$ cat config.mk
export PLATFORM = sky130hd
export DESIGN_NAME = fcc_test_unit
export DESIGN_NICKNAME = d
export VERILOG_FILES = /design/src/rtl/fcc_pkg.sv /design/src/rtl/fcc_branch_eval.sv /design/src/rtl/fcc_lane_select.sv /design/src/rtl/fcc_out_reg.sv /design/src/rtl/fcc_test_unit.sv
export SDC_FILE = /design/constraint.sdc
export NUM_CORES = 1
export LEC_CHECK = 0
export ABC_CLOCK_PERIOD_IN_PS = 2200
export CAP_MARGIN = 20
export CELL_PAD_IN_SITES_DETAIL_PLACEMENT = 2
export CELL_PAD_IN_SITES_GLOBAL_PLACEMENT = 2
export CORE_UTILIZATION = 30
export DETAILED_ROUTE_END_ITERATION = 7
export DONT_BUFFER_PORTS = 1
export GPL_TIMING_DRIVEN = 0
export HOLD_SLACK_MARGIN = 0.02
export PLACE_DENSITY = 0.79
export SLEW_MARGIN = 20
export SYNTH_ARGS = -nofsm -noshare
export SYNTH_HDL_FRONTEND = slang
export SYNTH_SLANG_ARGS = --single-unit
$ cat constraint.sdc
create_clock -name clk -period 2.2 [get_ports clk]
set_clock_uncertainty 0.15 [all_clocks]
set_input_delay 0.22 -clock clk [delete_from_list [all_inputs] [get_ports clk]]
set_output_delay 0.22 -clock clk [all_outputs]
set_load 0.01 [all_outputs]
$ cat src/rtl/fcc_pkg.sv
package fcc_pkg;
  localparam int OP_W = 4;
  localparam logic [OP_W-1:0] OP_BR_T   = 4'h0;
  localparam logic [OP_W-1:0] OP_BR_F   = 4'h1;
  localparam logic [OP_W-1:0] OP_MVT_S  = 4'h2;
  localparam logic [OP_W-1:0] OP_MVF_S  = 4'h3;
  localparam logic [OP_W-1:0] OP_MVT_P  = 4'h4;
  localparam logic [OP_W-1:0] OP_MVF_P  = 4'h5;
  localparam logic [OP_W-1:0] OP_MVZ_S  = 4'h6;
  localparam logic [OP_W-1:0] OP_MVN_S  = 4'h7;
  localparam logic [OP_W-1:0] OP_MVZ_P  = 4'h8;
  localparam logic [OP_W-1:0] OP_MVN_P  = 4'h9;

  typedef enum logic [1:0] {
    GRP_ONE  = 2'b00,
    GRP_TWO  = 2'b01,
    GRP_FOUR = 2'b10,
    GRP_FOUR_ALT = 2'b11
  } fcc_grp_e;
endpackage

$ cat src/rtl/fcc_branch_eval.sv
module fcc_branch_eval
  import fcc_pkg::*;
#(
  parameter int CC_W  = 8,
  parameter int IDX_W = $clog2(CC_W)
) (
  input  logic             clk,
  input  logic             rst_n,
  input  logic [CC_W-1:0]  cc,
  input  logic [IDX_W-1:0] idx,
  input  logic [1:0]       grp,
  input  logic             sense_true,
  output logic             taken
);
  localparam int EXT_W = CC_W + 4;

  logic [EXT_W-1:0] base_mask;
  logic [EXT_W-1:0] wide_mask;
  logic [CC_W-1:0]  win_mask;

  always_comb begin
    case (grp)
      GRP_ONE: base_mask = EXT_W'(1);
      GRP_TWO: base_mask = EXT_W'(3);
      default: base_mask = EXT_W'(15);
    endcase
  end

  // positions past the top flag fall off the window: they never contribute
  assign wide_mask = base_mask << idx;
  assign win_mask  = wide_mask[CC_W-1:0];

  always_comb begin
    if (sense_true) taken = |(cc & win_mask);
    else            taken = |(~cc & win_mask);
  end

  assert_single_bit_R2 : assert property (@(posedge clk) disable iff (!rst_n)
    (grp == GRP_ONE) |-> (taken == (sense_true ? cc[idx] : !cc[idx])));

  assert_all_set_false_R4 : assert property (@(posedge clk) disable iff (!rst_n)
    ((&cc) && !sense_true) |-> !taken);

  assert_top_edge_R5 : assert property (@(posedge clk) disable iff (!rst_n)
    (sense_true && grp[1] && idx == IDX_W'(CC_W-1)) |-> (taken == cc[CC_W-1]));
endmodule

$ cat src/rtl/fcc_lane_select.sv
module fcc_lane_select #(
  parameter int LANE_W = 32,
  parameter int NLANES = 2,
  localparam int BUS_W = LANE_W * NLANES
) (
  input  logic              clk,
  input  logic              rst_n,
  input  logic [NLANES-1:0] lane_en,
  input  logic [BUS_W-1:0]  src,
  input  logic [BUS_W-1:0]  dst,
  output logic [BUS_W-1:0]  res
);
  for (genvar g = 0; g < NLANES; g++) begin : g_lane
    always_comb begin
      if (lane_en[g]) res[g*LANE_W +: LANE_W] = src[g*LANE_W +: LANE_W];
      else            res[g*LANE_W +: LANE_W] = dst[g*LANE_W +: LANE_W];
    end

    assert_lane_keep_R6 : assert property (@(posedge clk) disable iff (!rst_n)
      !lane_en[g] |-> (res[g*LANE_W +: LANE_W] == dst[g*LANE_W +: LANE_W]));
    assert_lane_take_R6 : assert property (@(posedge clk) disable iff (!rst_n)
      lane_en[g] |-> (res[g*LANE_W +: LANE_W] == src[g*LANE_W +: LANE_W]));
  end
endmodule

$ cat src/rtl/fcc_out_reg.sv
module fcc_out_reg #(
  parameter int DATA_W = 64
) (
  input  logic              clk,
  input  logic              rst_n,
  input  logic              in_valid,
  input  logic              d_taken,
  input  logic [DATA_W-1:0] d_res,
  output logic              out_valid,
  output logic              q_taken,
  output logic [DATA_W-1:0] q_res
);
  logic rst_s1, rst_q;
  logic              vld_nxt, tkn_nxt;
  logic [DATA_W-1:0] res_nxt;

  // reset asserts at once, releases on a clock edge
  always_ff @(posedge clk or negedge rst_n) begin
    if (!rst_n) begin
      rst_s1 <= 1'b0;
      rst_q  <= 1'b0;
    end else begin
      rst_s1 <= 1'b1;
      rst_q  <= rst_s1;
    end
  end

  always_comb begin
    vld_nxt = in_valid;
    tkn_nxt = q_taken;
    res_nxt = q_res;
    if (in_valid) begin
      tkn_nxt = d_taken;
      res_nxt = d_res;
    end
  end

  always_ff @(posedge clk or negedge rst_q) begin
    if (!rst_q) begin
      out_valid <= 1'b0;
      q_taken   <= 1'b0;
      q_res     <= '0;
    end else begin
      out_valid <= vld_nxt;
      q_taken   <= tkn_nxt;
      q_res     <= res_nxt;
    end
  end

  assert_valid_rise_R9 : assert property (@(posedge clk) disable iff (!rst_q)
    in_valid |=> out_valid);
  assert_valid_low_R9 : assert property (@(posedge clk) disable iff (!rst_q)
    !in_valid |=> !out_valid);
  assert_hold_idle_R10 : assert property (@(posedge clk) disable iff (!rst_q)
    !in_valid |=> ($stable(q_taken) && $stable(q_res)));
endmodule

$ cat src/rtl/fcc_test_unit.sv
module fcc_test_unit
  import fcc_pkg::*;
#(
  parameter int CC_W   = 8,
  parameter int LANE_W = 32,
  parameter int INT_W  = 32,
  localparam int IDX_W  = $clog2(CC_W),
  localparam int NLANES = 2,
  localparam int BUS_W  = LANE_W * NLANES
) (
  input  logic              clk,
  input  logic              rst_n,
  input  logic              in_valid,
  input  logic [OP_W-1:0]   op,
  input  logic [CC_W-1:0]   cc_vec,
  input  logic [IDX_W-1:0]  cc_idx,
  input  logic [1:0]        grp_sel,
  input  logic [INT_W-1:0]  int_ctl,
  input  logic [LANE_W-1:0] src_lo,
  input  logic [LANE_W-1:0] src_hi,
  input  logic [LANE_W-1:0] dst_lo,
  input  logic [LANE_W-1:0] dst_hi,
  output logic              out_valid,
  output logic              br_taken,
  output logic [LANE_W-1:0] res_lo,
  output logic [LANE_W-1:0] res_hi
);
  logic              is_branch, sense_true, raw_taken, gated_taken;
  logic [CC_W-1:0]   cc_shift;
  logic              flag_lo, flag_hi, int_zero;
  logic [NLANES-1:0] lane_en;
  logic [BUS_W-1:0]  lane_res, q_res;

  assign is_branch  = (op == OP_BR_T) || (op == OP_BR_F);
  assign sense_true = (op == OP_BR_T);

  fcc_branch_eval #(.CC_W(CC_W), .IDX_W(IDX_W)) u_branch (
    .clk        (clk),
    .rst_n      (rst_n),
    .cc         (cc_vec),
    .idx        (cc_idx),
    .grp        (grp_sel),
    .sense_true (sense_true),
    .taken      (raw_taken)
  );

  assign gated_taken = is_branch & raw_taken;

  // zero-fill shift: the flag above the top reads as 0
  assign cc_shift = cc_vec >> cc_idx;
  assign flag_lo  = cc_shift[0];
  assign flag_hi  = cc_shift[1];
  assign int_zero = (int_ctl == '0);

  always_comb begin
    case (op)
      OP_MVT_S: lane_en = {1'b0, flag_lo};
      OP_MVF_S: lane_en = {1'b0, ~flag_lo};
      OP_MVT_P: lane_en = {flag_hi, flag_lo};
      OP_MVF_P: lane_en = {~flag_hi, ~flag_lo};
      OP_MVZ_S: lane_en = {1'b0, int_zero};
      OP_MVN_S: lane_en = {1'b0, ~int_zero};
      OP_MVZ_P: lane_en = {int_zero, int_zero};
      OP_MVN_P: lane_en = {~int_zero, ~int_zero};
      default:  lane_en = '0;
    endcase
  end

  fcc_lane_select #(.LANE_W(LANE_W), .NLANES(NLANES)) u_lanes (
    .clk     (clk),
    .rst_n   (rst_n),
    .lane_en (lane_en),
    .src     ({src_hi, src_lo}),
    .dst     ({dst_hi, dst_lo}),
    .res     (lane_res)
  );

  fcc_out_reg #(.DATA_W(BUS_W)) u_out (
    .clk       (clk),
    .rst_n     (rst_n),
    .in_valid  (in_valid),
    .d_taken   (gated_taken),
    .d_res     (lane_res),
    .out_valid (out_valid),
    .q_taken   (br_taken),
    .q_res     (q_res)
  );

  assign res_lo = q_res[LANE_W-1:0];
  assign res_hi = q_res[BUS_W-1:LANE_W];

  assert_no_move_enable_on_branch_R11 : assert property (@(posedge clk) disable iff (!rst_n)
    is_branch |-> (lane_en == '0));
  assert_scalar_upper_keep_R7 : assert property (@(posedge clk) disable iff (!rst_n)
    (op == OP_MVT_S || op == OP_MVF_S || op == OP_MVZ_S || op == OP_MVN_S) |-> !lane_en[1]);
  assert_int_pair_lockstep_R8 : assert property (@(posedge clk) disable iff (!rst_n)
    (op == OP_MVZ_P || op == OP_MVN_P) |-> (lane_en[0] == lane_en[1]));
endmodule

==> flow_summary.ini, run 1 <==
[clock_tree]
clockRootBuffer = clkbuf_16
cts_resized = 0
clock_sinks = 68
postCtsSetupRepairBufs = 0
cts-buffers-inserted = 9
clockBufferDepth = 2
holdBufCountCts = 116
cts_max_level = 3

[die]
die_h_um = 113.2
initial_core_util_pct = 30.88
die_w_um = 113.2
rows = 40
ios = 246

[outcome]
status = did not finish
lastStage = 4_1_cts
error_message = [ERROR RSZ-0060] Max buffer count reached.

[yosys]
synth_cell_type_count = 44
ys_warn_count = 0
netlist_area_mm2 = 0.003709
ys_seq_elements = 68
syn_area_per_cell_um2 = 9.045
seq_area_frac_synth_pct = 45.88
synth_cells = 410
syn_nets = 590

[place]
io_buffers = 0
gp_congestion = 0.8670
dpl.hpwl_um = 9733
==> per-stage QoR <==
stage,util (%),cell area (um^2),hold WS [ns],instances,worst slack (ns)
3_5_place_dp,32.60,3916,-0.2255,558,-0.3531
3_3_place_gp,32.41,3892,-0.2255,557,-0.9078
2_1_floorplan,-,3709,-0.2256,410,0.01625
==> synth_stat cells <==
library cell,count,share of area (%)
a2111o_1,1,0.30
a21boi_0,2,0.40
a21oi_1,36,4.9
a221oi_1,2,0.47
a22oi_1,2,0.40
a311o_1,1,0.27
a31oi_1,32,5.4
and4_1,1,0.24
buf_1,2,0.20
buf_12,3,1.6
buf_2,1,0.13
buf_6,1,0.30
clkbuf_1,26,2.6
conb_1,1,0.10
dfrtp_1,68,46
inv_1,6,0.61
mux2i_1,37,10
mux4_2,2,1.2
nand2_1,9,0.91
nand2b_1,1,0.17
nand3_1,33,4.5
nand3b_1,2,0.40
nand4_1,2,0.34
nand4_4,1,0.57
nor2_1,71,7.2
nor2b_1,3,0.51
nor3b_1,2,0.40
nor4_1,10,1.7
nor4b_1,1,0.24
o211ai_1,1,0.20
o21a_1,1,0.20
o21ai_0,34,4.6
o21ai_1,1,0.13
o221ai_1,1,0.24
o22ai_1,2,0.34
o31ai_1,1,0.20
o32ai_1,1,0.24
o41ai_1,1,0.24
or2_2,2,0.34
or3_1,2,0.34
or3b_1,1,0.24
or4_1,1,0.20
or4b_4,1,0.37
xnor2_1,1,0.24
==> logic make-up after synthesis <==
family                 synth area share (%)
AND/OR/NAND/NOR                       18.59
multiplexers                          11.20
AO/OA/AOI/OAI                         18.49
buffers and inverters                 5.499
flip-flops                            45.88
XOR/XNOR                             0.2362
other                                0.1011
==> run 2, diff against run 1 <==
--- a/config.mk
+++ b/config.mk
@@ -5,16 +5,13 @@
 export SDC_FILE = /design/constraint.sdc
 export NUM_CORES = 1
 export LEC_CHECK = 0
-export ABC_CLOCK_PERIOD_IN_PS = 2200
+export ABC_CLOCK_PERIOD_IN_PS = 2900
 export CAP_MARGIN = 20
-export CELL_PAD_IN_SITES_DETAIL_PLACEMENT = 2
-export CELL_PAD_IN_SITES_GLOBAL_PLACEMENT = 2
-export CORE_UTILIZATION = 30
+export CORE_UTILIZATION = 40
 export DETAILED_ROUTE_END_ITERATION = 7
 export DONT_BUFFER_PORTS = 1
 export GPL_TIMING_DRIVEN = 0
-export HOLD_SLACK_MARGIN = 0.02
-export PLACE_DENSITY = 0.79
+export PLACE_DENSITY_LB_ADDON = 0.15
 export SLEW_MARGIN = 20
 export SYNTH_ARGS = -nofsm -noshare
 export SYNTH_HDL_FRONTEND = slang
==> constraint.sdc (replaced) <==
create_clock -name clk -period 2.9 [get_ports clk]
set_clock_uncertainty 0.15 [all_clocks]
set_input_delay 0.29 -clock clk [delete_from_list [all_inputs] [get_ports clk]]
set_output_delay 0.29 -clock clk [all_outputs]
set_load 0.01 [all_outputs]
==> flow_summary.ini, run 2 <==
[final_layout]
diodes = 0
mostFrequentLayoutCell = dlygate4sd3_1
final_nets = 692
fillers = 780
largest_register_ffs = 64
regMostFlops = u_out.q_res
drive_above_1_share_pct = 5.803
area.growth.synth_to_final_pct = 34.18
layout_common_cells = dlygate4sd3_1 (90), nor2_1 (71), dfrtp_1 (67)

[die]
initial_core_util_pct = 41.91
core_mm2 = 0.008848
rows = 34
die_h_um = 98.29
ios = 246
die_w_um = 98.29
dieArea_mm2 = 0.009661

[outcome]
status = complete, but fails checks
violations = design-rule violations

[global_route]
grt_max_degree = 50
track_usage_pct = 25.09
grt_pass1_vias = 3759
grt_pass1_wl_um = 19040
overflow = 0
antenna_found_initial = 0

[clock_tree]
cts-buffers-inserted = 9
clock_sinks = 68
clk_latency_ns = 0.34
cts_tree = yes
cts_max_level = 3
clockRootBuffer = clkbuf_8
postCtsSetupRepairBufs = 0
path_clk_slew_ns = 0.09
clockBufferDepth = 2

[sta]
maxSlewHeadroom_pct = 62.42
slew_viol_final = 0
whs_ns = 0.01211
finalWorstSetupSlack_ns = 0.1745
period_minus_slack_ns = 2.725
worst_pin_slew_ns = 0.5637
fin_tns_setup_ns = 0
post-route-period-util_pct = 93.98
finalHoldViolations = 0
max_freq_mhz = 366.9
rsz0062_at_grt = false
setup_viol = 0

[worst_hold_path]
hold_class = in2reg

[power]
power.switching_uw = 773.7
p_clk_share_pct = 32.3
powerDensity_mw_per_mm2 = 504.2
seqPwrFrac_pct = 47.8
p_leak_nw = 1.963
internal_power_mw = 1.735
sw_frac_of_total_pct = 30.84
combPwrFrac_pct = 19.9
peakVddDrop_mv = 0.2610

[yosys]
synthTopCellsByCount = nor2_1 (71), dfrtp_1 (68), mux2i_1 (37)
synth_cells = 410
synth_top_area_share_pct = 45.88
ys_seq_elements = 68
seq_area_frac_synth_pct = 45.88
yosysMostFrequentCell = nor2_1
synth.area.top_cells = dfrtp_1 (46%), mux2i_1 (10%), nor2_1 (7.2%), a31oi_1 (5.4%), a21oi_1 (4.9%)
ys.flop_type = dfrtp_1
yosysTopAreaCell = dfrtp_1
syn_nets = 590
netlist_area_mm2 = 0.003709
syn_area_per_cell_um2 = 9.045
synth_cell_type_count = 44
synth_edf_count = 0
ys_warn_count = 0
ys_async_sr_fraction_pct = 100.0

[setup_path]
path_class = in2reg
worst_ep_required_time_ns = 3.04
endpoint_kind = flop
setup.worst_path.start_class = input pin
cp.arrival_ns = 2.86
path_max_fanout = 10

[place]
io_buffers = 0
dpl.hpwl_um = 8067
pre_cts_slack_ns = 0.3840
gp_congestion = 0.9053

[route]
wl_per_cell_um = 19.53
routed_wl_um = 12200
drc = 15
via_count = 3664
via_per_inst = 5.862
antenna_left = 0
firstDrtPassIters = 6
drt_iter0_markers = 172

[job]
max-cap-violations = 0
run 2: per-stage QoR:
stage	total power [mW]	cell area, um^2	cells	util [%]
floorplan	1.469	3709	410	-
global placement	1.553	3844	518	43.44
detailed placement	1.568	3875	519	43.79
CTS	2.516	4965	624	56.11
global route	2.645	4976	625	56.24
finish	2.509	4976	625	56.24
run 2: power groups by stage:
stage | clock, mW | combinational (mW) | sequential [mW]
after floorplan | 0 | 0.274 | 1.20
after global placement | 0 | 0.323 | 1.23
after detailed placement | 0 | 0.352 | 1.22
after CTS | 0.828 | 0.490 | 1.20
after global routing | 0.877 | 0.554 | 1.21
final | 0.809 | 0.499 | 1.20
run 2: repair_timing:
action	in CTS	in global routing
endpoints found under the hold margin	50	1
resized for setup	0	2
endpoints found under the setup margin	0	1
hold buffers	89	1
run 2: cells by family (layout without fill, tap and decap cells):
kind of cell	count (synthesis)	in the layout	synth area share, %
buffers and inverters	39	146	5.499
xor gates and xnor gates	1	1	0.2362
and+or+nand+nor	143	143	18.59
other	1	1	0.1011
AOI/OAI and AO/OA	119	119	18.49
muxes	39	39	11.20
DFF	68	68	45.88
run 2: worst max-delay path: stages:
cell	delay, ns
buf_2	0.18
buf_6	0.16
mux2i_1	0.19
a22oi_1	0.11
and4_1	0.23
nor2_1	0.33
clkbuf_1	0.43
nand3_1	0.16
a31oi_1	0.21
dlygate4sd3_1	0.57
run 2: cell type report:
class	instances	area, um^2	area share (%)
multi-input cells	303	1803	36.23
well taps	108	135.1	2.716
repair buffers	91	928.4	18.66
clock buffers	9	123.9	2.489
inverters	6	22.52	0.4526
clock inverters	7	75.07	1.509
flip-flops and latches	68	1705	34.27
plain buffers	33	182.7	3.671
run 2: worst paths after layout:
path | start | end | slack (ns) | depth (start not counted)
setup / recovery | cc_idx[0] | u_out.q_res[58] | 0.17 | 10
hold / removal | dst_lo[2] | u_out.q_res[2] | 0.01 | 2
setup reg to reg | u_out.q_res[58] | u_out.q_res[58] | 1.40 | 3
hold reg to reg | u_out.rst_q | u_out.q_res[1] | 0.06 | 0
max in group asynchronous | u_out.rst_q | u_out.q_taken | 2.01 | 1
min in group asynchronous | rst_n | u_out.rst_q | 0.03 | 1
run 2: routing by layer:
metal,global-route usage [%],routed length (um),vias up,share of wire (%)
met5,0,0,-,0
li1,-,-,1695,-
met4,8.266,171,0,1.4
met2,44.53,6261,187,51
met3,7.373,979,19,8.0
met1,28.92,4792,1763,39
(Power assumes the default switching activity.)
==> run 3, diff against run 2 <==
--- a/config.mk
+++ b/config.mk
@@ -5,13 +5,15 @@
 export SDC_FILE = /design/constraint.sdc
 export NUM_CORES = 1
 export LEC_CHECK = 0
-export ABC_CLOCK_PERIOD_IN_PS = 2900
+export ABC_CLOCK_PERIOD_IN_PS = 2800
 export CAP_MARGIN = 20
+export CELL_PAD_IN_SITES_DETAIL_PLACEMENT = 0
+export CELL_PAD_IN_SITES_GLOBAL_PLACEMENT = 1
 export CORE_UTILIZATION = 40
 export DETAILED_ROUTE_END_ITERATION = 7
 export DONT_BUFFER_PORTS = 1
 export GPL_TIMING_DRIVEN = 0
-export PLACE_DENSITY_LB_ADDON = 0.15
+export PLACE_DENSITY_LB_ADDON = 0.1
 export SLEW_MARGIN = 20
 export SYNTH_ARGS = -nofsm -noshare
 export SYNTH_HDL_FRONTEND = slang
==> constraint.sdc (replaced) <==
create_clock -name clk -period 2.8 [get_ports clk]
set_clock_uncertainty 0.15 [all_clocks]
set_input_delay 0.28 -clock clk [delete_from_list [all_inputs] [get_ports clk]]
set_output_delay 0.28 -clock clk [all_outputs]
set_load 0.01 [all_outputs]
==> flow_summary.ini, run 3 (synthesis gave the netlist of run 2 again) <==
[setup_path]
endpoint_kind = flop
r2r_slack_ns = 1.33
reg2reg_depth = 3
path_class = in2reg
cpPeakStageDelay_ns = 0.56
regToRegEndpoint = u_out.q_res[54]
critPathMostFrequentCell = mux2i_1
path_max_fanout = 10
cp.arrival_ns = 2.72
worst_path_max_delay_cell = dlygate4sd3_1
crit_chain = buf_2 -> mux4_2 -> mux2i_1 -> nand3b_1 -> nand4_4 -> buf_12 -> mux2i_1 -> dlygate4sd3_1 -> a21oi_1
worst_ep_required_time_ns = 2.86
rr_startpoint = u_out.q_res[54]
setup.worst_path.start_class = input pin

[final_layout]
fin_area_mm2 = 0.004845
regMostFlops = u_out.q_res
layout_common_cells = dlygate4sd3_1 (78), nor2_1 (71), dfrtp_1 (67)
final_nets = 680
drive_above_1_share_pct = 6.931
area.growth.synth_to_final_pct = 30.63
mostFrequentLayoutCell = dlygate4sd3_1
largest_register_ffs = 64

[route]
drc = 14
antenna_left = 0
via_per_inst = 5.785
firstDrtPassIters = 8
routed_wl_um = 11750
drt_iter0_markers = 142
wl_per_cell_um = 19.13
via_count = 3552

[die]
initial_core_util_pct = 41.91
die_w_um = 98.29
core_mm2 = 0.008848
rows = 34
ios = 246
dieArea_mm2 = 0.009661
die_h_um = 98.29

[place]
dpl.hpwl_um = 8187
gp_congestion = 0.8579
dpl-instance-area_mm2 = 0.003867
io_buffers = 0

[sta]
maxSlewHeadroom_pct = 58.66
period_minus_slack_ns = 2.662
worst_pin_slew_ns = 0.6202
post-route-period-util_pct = 95.07
max_freq_mhz = 375.6
setup_viol = 0
finalHoldViolations = 0
slew_viol_final = 0
rsz0062_at_grt = false

[clock_tree]
path_clk_slew_ns = 0.07
postCtsSetupRepairBufs = 0
clock_sinks = 68
clk_latency_ns = 0.34
clockRootBuffer = clkbuf_8
cts_max_level = 3
cts-buffers-inserted = 9
clockBufferDepth = 2
cts_tree = yes

[power]
internal_power_mw = 1.773
combPwrFrac_pct = 19.6
report.power.total_mw = 2.515
seqPwrFrac_pct = 49.6
p_clk_share_pct = 30.8
sw_frac_of_total_pct = 29.53
power.switching_uw = 742.8
p_leak_nw = 1.918
powerDensity_mw_per_mm2 = 519.2
peakVddDrop_mv = 0.2713

[global_route]
grt_pass1_vias = 3615
grt_max_degree = 41
grt_pass1_wl_um = 18250
antenna_found_initial = 1
track_usage_pct = 24.00
overflow = 0

[worst_hold_path]
worstHoldEndpoint = u_out.q_res[13]
hold_depth = 2
hold_class = in2reg
hp-start = src_lo[13]

[job]
max-cap-violations = 0

[outcome]
violations = design-rule violations
status = complete, but fails checks
run 3: cell count changes in the layout (fill, tap and decap cells not counted), sizes merged:
cell,delta
inv,-2
clkinvlp,+1
diode,+1
clkbuf,+2
dlygate4sd3,-12
clkinv,-1
run 3: per-stage QoR:
step	utilization, %	setup slack, ns	hold WS (ns)	cells	setup TNS [ns]
3_3_place_gp	43.44	-0.2716	-0.1655	518	-17.56
4_1_cts	54.38	0.1578	0.0003979	611	0
5_1_grt	54.75	0.002950	-0.001582	614	0
3_5_place_dp	43.71	0.2364	-0.1655	519	0
2_1_floorplan	-	0.6162	-0.1656	410	0
6_report	54.75	0.1379	0.01087	614	0
run 3: worst max-delay path: cells and delay by family:
kind / cells / cell delay, ns
multiplexers: 3 / 1.00
AO/OA/AOI/OAI: 1 / 0.06
buffers and inverters: 3 / 0.97
AND/OR/NAND/NOR: 2 / 0.40
run 3: worst max-delay path by stage:
stage	cells past startpoint	slack, ns	start	endpoint
floorplan	0	0.62	u_out.rst_q	u_out.out_valid
global placement	0	-0.27	u_out.rst_q	u_out.q_res[31]
detailed placement	8	0.24	cc_idx[0]	u_out.q_res[27]
CTS	10	0.16	cc_idx[0]	u_out.q_res[54]
global route	9	0.003	cc_idx[1]	u_out.q_res[19]
finish	9	0.14	cc_idx[0]	u_out.q_res[19]
run 3: cell type report:
| type | instances | area (um^2) |
|---|---|---|
| flip-flops and latches | 68 | 1705 |
| repair buffers | 79 | 800.8 |
| clock inverters | 5 | 52.55 |
| fillers | 820 | 4004 |
| inverters | 6 | 22.52 |
| plain buffers | 33 | 191.4 |
| clock buffers | 11 | 131.4 |
| multi-input cells | 303 | 1803 |
| well taps | 108 | 135.1 |
| diodes | 1 | 2.502 |
run 3: what timing repair did:
| action | CTS | global route |
|---|---|---|
| hold endpoints to repair | 41 | 1 |
| endpoints found under the setup margin | 0 | 23 |
| gates resized for setup | 0 | 16 |
| hold buffers | 76 | 2 |
run 3: per-layer routing:
| metal | global-route usage [%] | routed length [um] | share of wire [%] | up-vias |
|---|---|---|---|---|
| li1 | - | - | - | 1673 |
| met1 | 28.18 | 4522 | 38 | 1716 |
| met2 | 42.47 | 6109 | 52 | 152 |
| met3 | 7.731 | 994 | 8.5 | 11 |
| met4 | 5.741 | 121 | 1.0 | 0 |
| met5 | 0 | 0 | 0 | - |
run 3: power groups by stage:
stage          clock network [mW]  logic, mW  registers, mW
3_5_place_dp                    0      0.361           1.26
2_1_floorplan                   0      0.283           1.24
4_1_cts                     0.797      0.485           1.25
6_report                    0.774      0.494           1.25
5_1_grt                     0.836      0.548           1.26
3_3_place_gp                    0      0.337           1.28
==> run 4, diff against run 3 <==
--- a/config.mk
+++ b/config.mk
@@ -13,6 +13,7 @@
 export DETAILED_ROUTE_END_ITERATION = 7
 export DONT_BUFFER_PORTS = 1
 export GPL_TIMING_DRIVEN = 0
+export MAX_ROUTING_LAYER = met4
 export PLACE_DENSITY_LB_ADDON = 0.1
 export SLEW_MARGIN = 20
 export SYNTH_ARGS = -nofsm -noshare
==> flow_summary.ini, run 4 (synthesis gave the netlist of run 2 again) <==
[power]
p_leak_nw = 1.914
report.power.total_mw = 2.517
powerDensity_mw_per_mm2 = 520.5
peakVddDrop_mv = 0.2741

[die]
die_w_um = 98.29
core_mm2 = 0.008848
ios = 246
rows = 34
initial_core_util_pct = 41.91
dieArea_mm2 = 0.009661
die_h_um = 98.29

[route]
wl_per_cell_um = 19.15
drc = 14
wl_met3_um = 914
routed_wl_um = 11740
via_count = 3531
drt_iter0_markers = 142
firstDrtPassIters = 8
via_per_inst = 5.760
antenna_left = 0
dr_wl_met2_um = 6015
wl_met1_um = 4660
top_layer_used = met4

[final_layout]
multiInputGateArea_mm2 = 0.001803
area.growth.synth_to_final_pct = 30.36
final_nets = 679
drive_above_1_share_pct = 6.944
seq_area_mm2 = 0.001705
layout_common_cells = dlygate4sd3_1 (77), nor2_1 (71), dfrtp_1 (67)
mostFrequentLayoutCell = dlygate4sd3_1
fillers = 821
regMostFlops = u_out.q_res
largest_register_ffs = 64

[setup_path]
reg2reg_depth = 3
setup.worst_path.start_class = input pin
rr_startpoint = u_out.q_res[54]
cp-startpoint = cc_idx[0]
path_class = in2reg
worst_ep_required_time_ns = 2.87
r2r_slack_ns = 1.33
endpoint_kind = flop
cpPeakStageDelay_ns = 0.59
crit_chain = buf_2 -> buf_6 -> mux2i_1 -> a22oi_1 -> and4_1 -> or2_2 -> clkbuf_1 -> o21ai_0 -> a31oi_1 -> dlygate4sd3_1
worst_path_max_delay_cell = dlygate4sd3_1
regToRegEndpoint = u_out.q_res[54]
cp.arrival_ns = 2.71
path_max_fanout = 10

[clock_tree]
cts_tree = yes
clock_sinks = 68
cts-buffers-inserted = 9
clk_latency_ns = 0.35
postCtsSetupRepairBufs = 0
clockBufferDepth = 2
clockRootBuffer = clkbuf_8
path_clk_slew_ns = 0.07
cts_max_level = 3

[sta]
maxSlewHeadroom_pct = 58.74
period_minus_slack_ns = 2.641
setup_viol = 0
slew_viol_final = 0
worst_pin_slew_ns = 0.6189
rsz0062_at_grt = false
fin_tns_setup_ns = 0
max_freq_mhz = 378.6
finalHoldViolations = 0
post-route-period-util_pct = 94.32

[place]
io_buffers = 0
dpl.hpwl_um = 8187
gp_congestion = 0.8716

[global_route]
grt_max_degree = 41
grt_pass1_vias = 3604
track_usage_pct = 24.71
antenna_found_initial = 1
grt_pass1_wl_um = 18270
overflow = 0

[outcome]
violations = design-rule violations
status = complete, but fails checks

[job]
max-cap-violations = 0

[worst_hold_path]
hold_class = in2reg
hp-start = src_lo[13]
hold_depth = 2
worstHoldEndpoint = u_out.q_res[13]
-- run 4: worst max-delay path by stage --
stage                           end  slack [ns]  cells past startpoint
global route        u_out.q_res[19]        0.01                      9
CTS                 u_out.q_res[54]        0.16                     10
finish              u_out.q_res[38]        0.16                     10
floorplan           u_out.out_valid        0.62                      0
detailed placement  u_out.q_res[27]        0.24                      8
global placement    u_out.q_res[31]       -0.27                      0
-- run 4: where the power goes --
group | internal, mW | leakage [nW] | total (mW) | switching, mW
sequential | 1.10 | 0.764 | 1.25 | 0.151
combinational | 0.268 | 1.06 | 0.492 | 0.224
clock | 0.407 | 0.0931 | 0.778 | 0.371
-- run 4: metal layers --
layer  global-route usage [%]  vias up
met3                    6.514       13
met5                        -        -
met2                    42.42      144
met1                    28.64     1699
met4                    6.429        0
li1                         -     1675
-- run 4: worst max-delay path: cells and delay by family --
kind	cells	cell delay, ns
simple gates	2	0.56
mux	1	0.18
compound gates	3	0.53
buf+inv	4	1.16
-- run 4: layout make-up --
type / count / share of cell area [%]
diodes: 1 / 0.05176
plain buffers: 33 / 3.960
clock buffers: 11 / 2.717
clock inverters: 5 / 1.087
inverters: 6 / 0.4658
multi-input cells: 303 / 37.29
flip-flops and latches: 68 / 35.27
well taps: 108 / 2.795
repair buffers: 78 / 16.36
-- run 4: per-stage QoR --
stage	cell area, um^2	cells	utilization [%]	worst slack [ns]	hold WS (ns)
2_1_floorplan	3709	410	-	0.6162	-0.1656
3_3_place_gp	3844	518	43.44	-0.2716	-0.1655
3_5_place_dp	3867	519	43.71	0.2364	-0.1655
4_1_cts	4812	611	54.38	0.1578	0.0003979
5_1_grt	4835	613	54.64	0.01215	0.009577
6_report	4835	613	54.64	0.1590	0.006079
-- run 4: what timing repair did --
| item | CTS | global route |
|---|---|---|
| hold buffers | 76 | 1 |
| gates resized for setup | 0 | 16 |
| setup endpoints to repair | 0 | 24 |
| hold endpoints to repair | 41 | 1 |
